### config.mk
export PLATFORM = sky130hd
export DESIGN_NAME = cmp_out_unit
export DESIGN_NICKNAME = d
export VERILOG_FILES = /design/src/rtl/cou_pkg.sv /design/src/rtl/cou_load_evt.sv /design/src/rtl/cou_buffer.sv /design/src/rtl/cou_match.sv /design/src/rtl/cou_outgen.sv /design/src/rtl/cmp_out_unit.sv
export SDC_FILE = /design/constraint.sdc
export NUM_CORES = 1
export LEC_CHECK = 0
export ABC_CLOCK_PERIOD_IN_PS = 2200
export BUFFER_PORTS_ARGS = -buffer_cell sky130_fd_sc_hd__buf_2
export CAP_MARGIN = 20
export CORE_ASPECT_RATIO = 2
export CORE_MARGIN = 2
export CORE_UTILIZATION = 40
export CTS_CLUSTER_SIZE = 12
export DETAILED_ROUTE_END_ITERATION = 10
export GPL_ROUTABILITY_DRIVEN = 1
export PLACE_DENSITY = 0.73
export SLEW_MARGIN = 5
export SYNTH_ARGS = -nofsm -noshare
export SYNTH_HDL_FRONTEND = slang
export SYNTH_SLANG_ARGS = --single-unit
### constraint.sdc
create_clock -name clk -period 2.2 [get_ports clk]
set_clock_uncertainty 0.15 [all_clocks]
set_input_delay 0.22 -clock clk [delete_from_list [all_inputs] [get_ports clk]]
set_output_delay 0.22 -clock clk [all_outputs]
set_load 0.02 [all_outputs]
### src/rtl/cou_pkg.sv
package cou_pkg;

  typedef enum logic [1:0] {
    CNT_UP   = 2'b00,
    CNT_CONT = 2'b01,
    CNT_UPDN = 2'b10,
    CNT_RSV  = 2'b11
  } cnt_mode_e;

  typedef enum logic [1:0] {
    LD_ON_WRITE = 2'b00,
    LD_AT_ZERO  = 2'b01,
    LD_AT_EDGE  = 2'b10,
    LD_AT_MATCH = 2'b11
  } load_sel_e;

  typedef enum logic [2:0] {
    OM_SWBIT   = 3'd0,
    OM_SET     = 3'd1,
    OM_TGL_RST = 3'd2,
    OM_SET_RST = 3'd3,
    OM_TGL     = 3'd4,
    OM_RST     = 3'd5,
    OM_TGL_SET = 3'd6,
    OM_RST_SET = 3'd7
  } out_mode_e;

  typedef enum logic [1:0] {
    ACT_NONE = 2'b00,
    ACT_SET  = 2'b01,
    ACT_CLR  = 2'b10,
    ACT_TGL  = 2'b11
  } pin_act_e;

  // action taken on this channel's own match
  function automatic pin_act_e own_action(input out_mode_e m);
    case (m)
      OM_SET, OM_SET_RST:     own_action = ACT_SET;
      OM_TGL, OM_TGL_RST,
      OM_TGL_SET:             own_action = ACT_TGL;
      OM_RST, OM_RST_SET:     own_action = ACT_CLR;
      default:                own_action = ACT_NONE;
    endcase
  endfunction

  // action taken on the channel-0 period match
  function automatic pin_act_e per_action(input out_mode_e m);
    case (m)
      OM_TGL_RST, OM_SET_RST: per_action = ACT_CLR;
      OM_TGL_SET, OM_RST_SET: per_action = ACT_SET;
      default:                per_action = ACT_NONE;
    endcase
  endfunction

  function automatic logic apply_act(input pin_act_e a, input logic v);
    case (a)
      ACT_SET: apply_act = 1'b1;
      ACT_CLR: apply_act = 1'b0;
      ACT_TGL: apply_act = ~v;
      default: apply_act = v;
    endcase
  endfunction

endpackage

### src/rtl/cou_load_evt.sv
module cou_load_evt
  import cou_pkg::*;
#(
  parameter int W = 16
) (
  input  logic [1:0]   load_sel,
  input  logic [1:0]   cnt_mode,
  input  logic [W-1:0] tmr_cnt,
  input  logic [W-1:0] ch0_latch,
  input  logic [W-1:0] latch_q,
  output logic         load_now
);
  logic at_zero;
  logic at_peak;
  logic at_self;
  logic updn;

  assign at_zero = (tmr_cnt == '0);
  assign at_peak = (tmr_cnt == ch0_latch);
  assign at_self = (tmr_cnt == latch_q);
  assign updn    = (cnt_mode_e'(cnt_mode) == CNT_UPDN);

  always_comb begin
    case (load_sel_e'(load_sel))
      LD_AT_ZERO:  load_now = at_zero;
      LD_AT_EDGE:  load_now = at_zero | (updn & at_peak);
      LD_AT_MATCH: load_now = at_self;
      default:     load_now = 1'b0;
    endcase
  end
endmodule

### src/rtl/cou_buffer.sv
module cou_buffer
  import cou_pkg::*;
#(
  parameter int W = 16
) (
  input  logic         clk,
  input  logic         rst_n,
  input  logic         wr_en,
  input  logic [W-1:0] wr_data,
  input  logic [1:0]   load_sel,
  input  logic         load_now,
  output logic [W-1:0] buf_q,
  output logic [W-1:0] latch_q
);
  logic         imm_mode;
  logic         take_wr;
  logic         take_buf;
  logic [W-1:0] latch_d;

  assign imm_mode = (load_sel_e'(load_sel) == LD_ON_WRITE);
  assign take_wr  = imm_mode & wr_en;
  assign take_buf = ~imm_mode & load_now;

  always_comb begin
    latch_d = latch_q;
    if (take_wr)       latch_d = wr_data;
    else if (take_buf) latch_d = buf_q;
  end

  always_ff @(posedge clk or negedge rst_n) begin
    if (!rst_n) begin
      buf_q   <= '0;
      latch_q <= '0;
    end else begin
      if (wr_en) buf_q <= wr_data;
      latch_q <= latch_d;
    end
  end
endmodule

### src/rtl/cou_match.sv
module cou_match #(
  parameter int W = 16
) (
  input  logic         clk,
  input  logic         rst_n,
  input  logic [W-1:0] tmr_cnt,
  input  logic [W-1:0] latch_q,
  input  logic         flag_clr,
  output logic         equ,
  output logic         irq_flag
);
  assign equ = (tmr_cnt == latch_q);

  always_ff @(posedge clk or negedge rst_n) begin
    if (!rst_n)        irq_flag <= 1'b0;
    else if (equ)      irq_flag <= 1'b1;
    else if (flag_clr) irq_flag <= 1'b0;
  end
endmodule

### src/rtl/cou_outgen.sv
module cou_outgen
  import cou_pkg::*;
(
  input  logic       clk,
  input  logic       rst_n,
  input  logic [2:0] out_mode,
  input  logic       out_bit,
  input  logic       equ,
  input  logic       ch0_equ,
  output logic       out_pin
);
  out_mode_e mode;
  pin_act_e  act_own;
  pin_act_e  act_per;
  logic      after_own;
  logic      pin_d;

  assign mode    = out_mode_e'(out_mode);
  assign act_own = equ     ? own_action(mode) : ACT_NONE;
  assign act_per = ch0_equ ? per_action(mode) : ACT_NONE;

  always_comb begin
    after_own = apply_act(act_own, out_pin);
    if (mode == OM_SWBIT) pin_d = out_bit;
    else                  pin_d = apply_act(act_per, after_own);
  end

  always_ff @(posedge clk or negedge rst_n) begin
    if (!rst_n) out_pin <= 1'b0;
    else        out_pin <= pin_d;
  end
endmodule

### src/rtl/cmp_out_unit.sv
module cmp_out_unit #(
  parameter int W = 16
) (
  input  logic         clk,
  input  logic         rst_n,
  input  logic [W-1:0] tmr_cnt,
  input  logic [1:0]   cnt_mode,
  input  logic [W-1:0] ch0_latch,
  input  logic         ch0_equ,
  input  logic         wr_en,
  input  logic [W-1:0] wr_data,
  output logic [W-1:0] rd_data,
  input  logic [1:0]   load_sel,
  input  logic [2:0]   out_mode,
  input  logic         out_bit,
  input  logic         flag_clr,
  output logic         equ,
  output logic         irq_flag,
  output logic         out_pin
);
  logic [W-1:0] cmp_latch;
  logic         load_now;

  cou_load_evt #(.W(W)) u_evt (
    .load_sel  (load_sel),
    .cnt_mode  (cnt_mode),
    .tmr_cnt   (tmr_cnt),
    .ch0_latch (ch0_latch),
    .latch_q   (cmp_latch),
    .load_now  (load_now)
  );

  cou_buffer #(.W(W)) u_buf (
    .clk      (clk),
    .rst_n    (rst_n),
    .wr_en    (wr_en),
    .wr_data  (wr_data),
    .load_sel (load_sel),
    .load_now (load_now),
    .buf_q    (rd_data),
    .latch_q  (cmp_latch)
  );

  cou_match #(.W(W)) u_match (
    .clk      (clk),
    .rst_n    (rst_n),
    .tmr_cnt  (tmr_cnt),
    .latch_q  (cmp_latch),
    .flag_clr (flag_clr),
    .equ      (equ),
    .irq_flag (irq_flag)
  );

  cou_outgen u_out (
    .clk      (clk),
    .rst_n    (rst_n),
    .out_mode (out_mode),
    .out_bit  (out_bit),
    .equ      (equ),
    .ch0_equ  (ch0_equ),
    .out_pin  (out_pin)
  );
endmodule

==> results.ini <==
[floorplanning]
io_pins = 80
fp.dieH_um = 103
num_rows = 36
start_util_pct = 40.8
dieArea_um2 = 5470
die_w_um = 53.3
core_area_um2 = 4770

[critical_path]
cp_max_fo = 6
slowest_stage = dfrtp_1
cp.arrival_ns = 2.12
timing.rr.end = u_out.out_pin
r2r_slack_ns = 0.09
cp_slowest_stage_delay_ns = 0.40
worstSetupStartpointType = register
cp_num_buf_inv = 1
path_cells = xor2_1 > nor4_2 > nand4_1 > buf_4 > o21ai_1 > a221oi_2 > a311o_1
critPathKind = register to register
reg2regPathDepth = 7
critPathTopFamily = compound AO/OA/AOI/OAI gates
rr_startpoint = u_buf.latch_q[11]
end_kind = register
crit_required_ns = 2.21

[placement]
dpl.cell_count = 325
place_congestion = 0.824
hpwl_um = 3880
dpl_cell_area_um2 = 2420
port_buffers = 79

[yosys]
synth_top_area_share_pct = 43.7
synth.net_count = 253
ys.flop_type = dfrtp_1
yosys-top-cells-count = 34 x dfrtp_1, 28 x xor2_1, 22 x nand2_1
yosysUniqueCellTypes = 30
avgSynthCellArea_um2 = 10.1
synth_edf_count = 0
synth_top_cell_by_area = dfrtp_1
syn_area_um2 = 1950
yosysMostFrequentCell = dfrtp_1
yosysSeqAreaShare_pct = 43.7
synthTopCellsByArea = dfrtp_1 44%, xor2_1 13%, mux2_2 9.3%
ys_ff_latch = 34
ys_warn_count = 0
async_flop_share_pct = 100
synthCells = 192

[final_layout]
finalNetCount = 339
area_growth_pct = 31.9
n_antenna_cell = 0
n_fill_cell = 448
final_area_um2 = 2570
finalNonFillerCells = 336
layout-drive-gt1-share_pct = 41.9

[sta]
rsz0062_at_grt = no
setup_viol_count_final = 0
maxSlewViolCount = 0
min_period_ns = 2.11
max_slew_margin_pct = 51.3
worst_pin_slew_ns = 0.731
hold_viol_final = 0
fmax_mhz = 475
fin_crit_sh_pct = 95.8

[clocking]
clock_sinks = 34
cts_htree_levels = 2
path_clk_slew_ns = 0.07
clock_path_buffers = 2
cts_tree = done
clk_latency_ns = 0.28
numCtsBuffers = 5
cts-root-buf = clkbuf_8

[global_route]
grt_max_degree = 35
overflow = 0
antenna_found_initial = 0
grt_pass1_vias = 1769
grt_pass1_wl_um = 7800
grt_usage_pct = 19.4

[hold_path]
hold_depth = 3
worstHoldPathType = input port to register
whs_endpoint = u_buf.latch_q[11]
min_from = wr_data[11]

[run]
maxCapViolations = 0

[drt]
routed_via_density = 5.27
dr.pass1.iters = 4
drt-total-wl_um = 4920
wl_per_cell_um = 14.6
via_count = 1770
drt_iter0_drc = 36
drc = 0
antenna_left = 0

[status]
status = completed

[power_and_ir_drop]
switching_share_pct = 30.6
p_sw_mw = 0.515
p_leak_nw = 1.18
clock_power_share_pct = 27.7
p_comb_share_pct = 26.0
cellPowerDensity_nw_per_um2 = 657
p_seq_share_pct = 46.3
p_int_mw = 1.17
vdd_drop_max_mv = 0.608

[sequential cells by signal (all words and copies together), names as in the netlist]
| signal | cells |
|---|---|
| u_buf.latch_q | 16 |
| u_buf.buf_q | 16 |
| u_out.out_pin | 1 |
| u_match.irq_flag | 1 |
[per-layer routing]
layer / track usage (%) / share of wire (%) / vias up
li1: - / - / 867
met1: 22.3 / 39 / 812
met2: 34.0 / 52 / 81
met3: 2.75 / 7.0 / 10
met4: 9.27 / 2.5 / 0
met5: 0 / 0 / -
[power groups by stage]
stage | registers (mW) | logic, mW | clock network, mW
floorplan | 0.818 | 0.215 | 0
global placement | 0.790 | 0.411 | 0
detailed placement | 0.795 | 0.424 | 0
CTS | 0.783 | 0.438 | 0.483
global route | 0.794 | 0.485 | 0.514
finish | 0.781 | 0.439 | 0.467
[cell families after synthesis]
group	after synthesis	share of synthesized area (%)
AOI/OAI and AO/OA	34	12.7
and+or+nand+nor	65	16.8
xor gates and xnor gates	32	14.4
muxes	16	9.25
buffers and inverters	11	3.08
DFF	34	43.7
[worst reg2reg max path, cell delays in order, from the launching register on]
cell	delay [ns]
dfrtp_1	0.40
xor2_1	0.17
nor4_2	0.34
nand4_1	0.13
buf_4	0.18
o21ai_1	0.21
a221oi_2	0.09
a311o_1	0.32
[stage by stage]
stage / setup WS, ns / power, mW / hold WS (ns) / setup TNS (ns) / utilization [%]
after floorplan: 0.271 / 1.03 / -0.226 / 0 / -
after global placement: -0.0322 / 1.20 / 0.163 / -0.0373 / 50.8
after detailed placement: -0.132 / 1.22 / 0.175 / -0.345 / 50.8
after CTS: 0.0223 / 1.70 / 0.0136 / 0 / 53.5
after global routing: 0.0170 / 1.79 / 0.0224 / 0 / 53.8
final: 0.0929 / 1.69 / 0.0191 / 0 / 53.8
[layout make-up]
type	count	area, µm²	share of cell area (%)
inverters	4	15.0	0.585
multi-input cells	147	1060	41.4
clock buffers	7	86.3	3.36
flip-flops and latches	34	851	33.1
well taps	57	71.3	2.78
clock inverters	1	5.00	0.195
repair buffers	86	478	18.6
[repair_timing]
item	4_1_cts	5_1_grt
endpoints found under the hold margin	35	0
hold buffers	2	0
pin swaps	1	2
gates resized for setup	2	5
setup endpoints to repair	18	6
buffers inserted	1	0
[worst max path at each step]
stage | start | endpoint | cells after the start
6_report | u_buf.latch_q[11] | u_out.out_pin | 7
5_1_grt | u_buf.latch_q[11] | u_out.out_pin | 7
4_1_cts | u_buf.latch_q[3] | u_out.out_pin | 7
3_5_place_dp | u_buf.latch_q[3] | u_out.out_pin | 6
3_3_place_gp | u_buf.latch_q[2] | u_out.out_pin | 6
2_1_floorplan | u_buf.latch_q[3] | u_out.out_pin | 6
[cell usage in the layout (no fill, tap or decap)]
cell type,Yosys,layout
buf_2,0,79
dfrtp_1,34,34
xor2_1,28,28
nand2_1,22,22
nand3_1,17,17
mux2_2,16,16
o211ai_1,10,10
nor2_1,8,8
nor4_1,10,7
a31oi_1,7,7
o21ai_0,8,6
clkbuf_8,0,6
inv_1,4,4
xnor2_1,4,4
nor4_2,0,3
nand4_1,3,3
buf_4,1,3
o21ai_1,0,2
and2_1,2,2
dlygate4sd3_1,0,2
buf_12,0,2
a211o_1,1,1
a21oi_1,1,1
a221oi_2,0,1
a311o_1,1,1
or4_4,1,1
nor3_1,1,1
a41oi_1,1,1
o21a_4,1,1
a21o_2,0,1
nor2_8,1,1
o21ai_4,1,1
a21oi_2,1,1
clkinv_2,0,1
clkbuf_1,3,1
(Power assumes the default switching activity.)
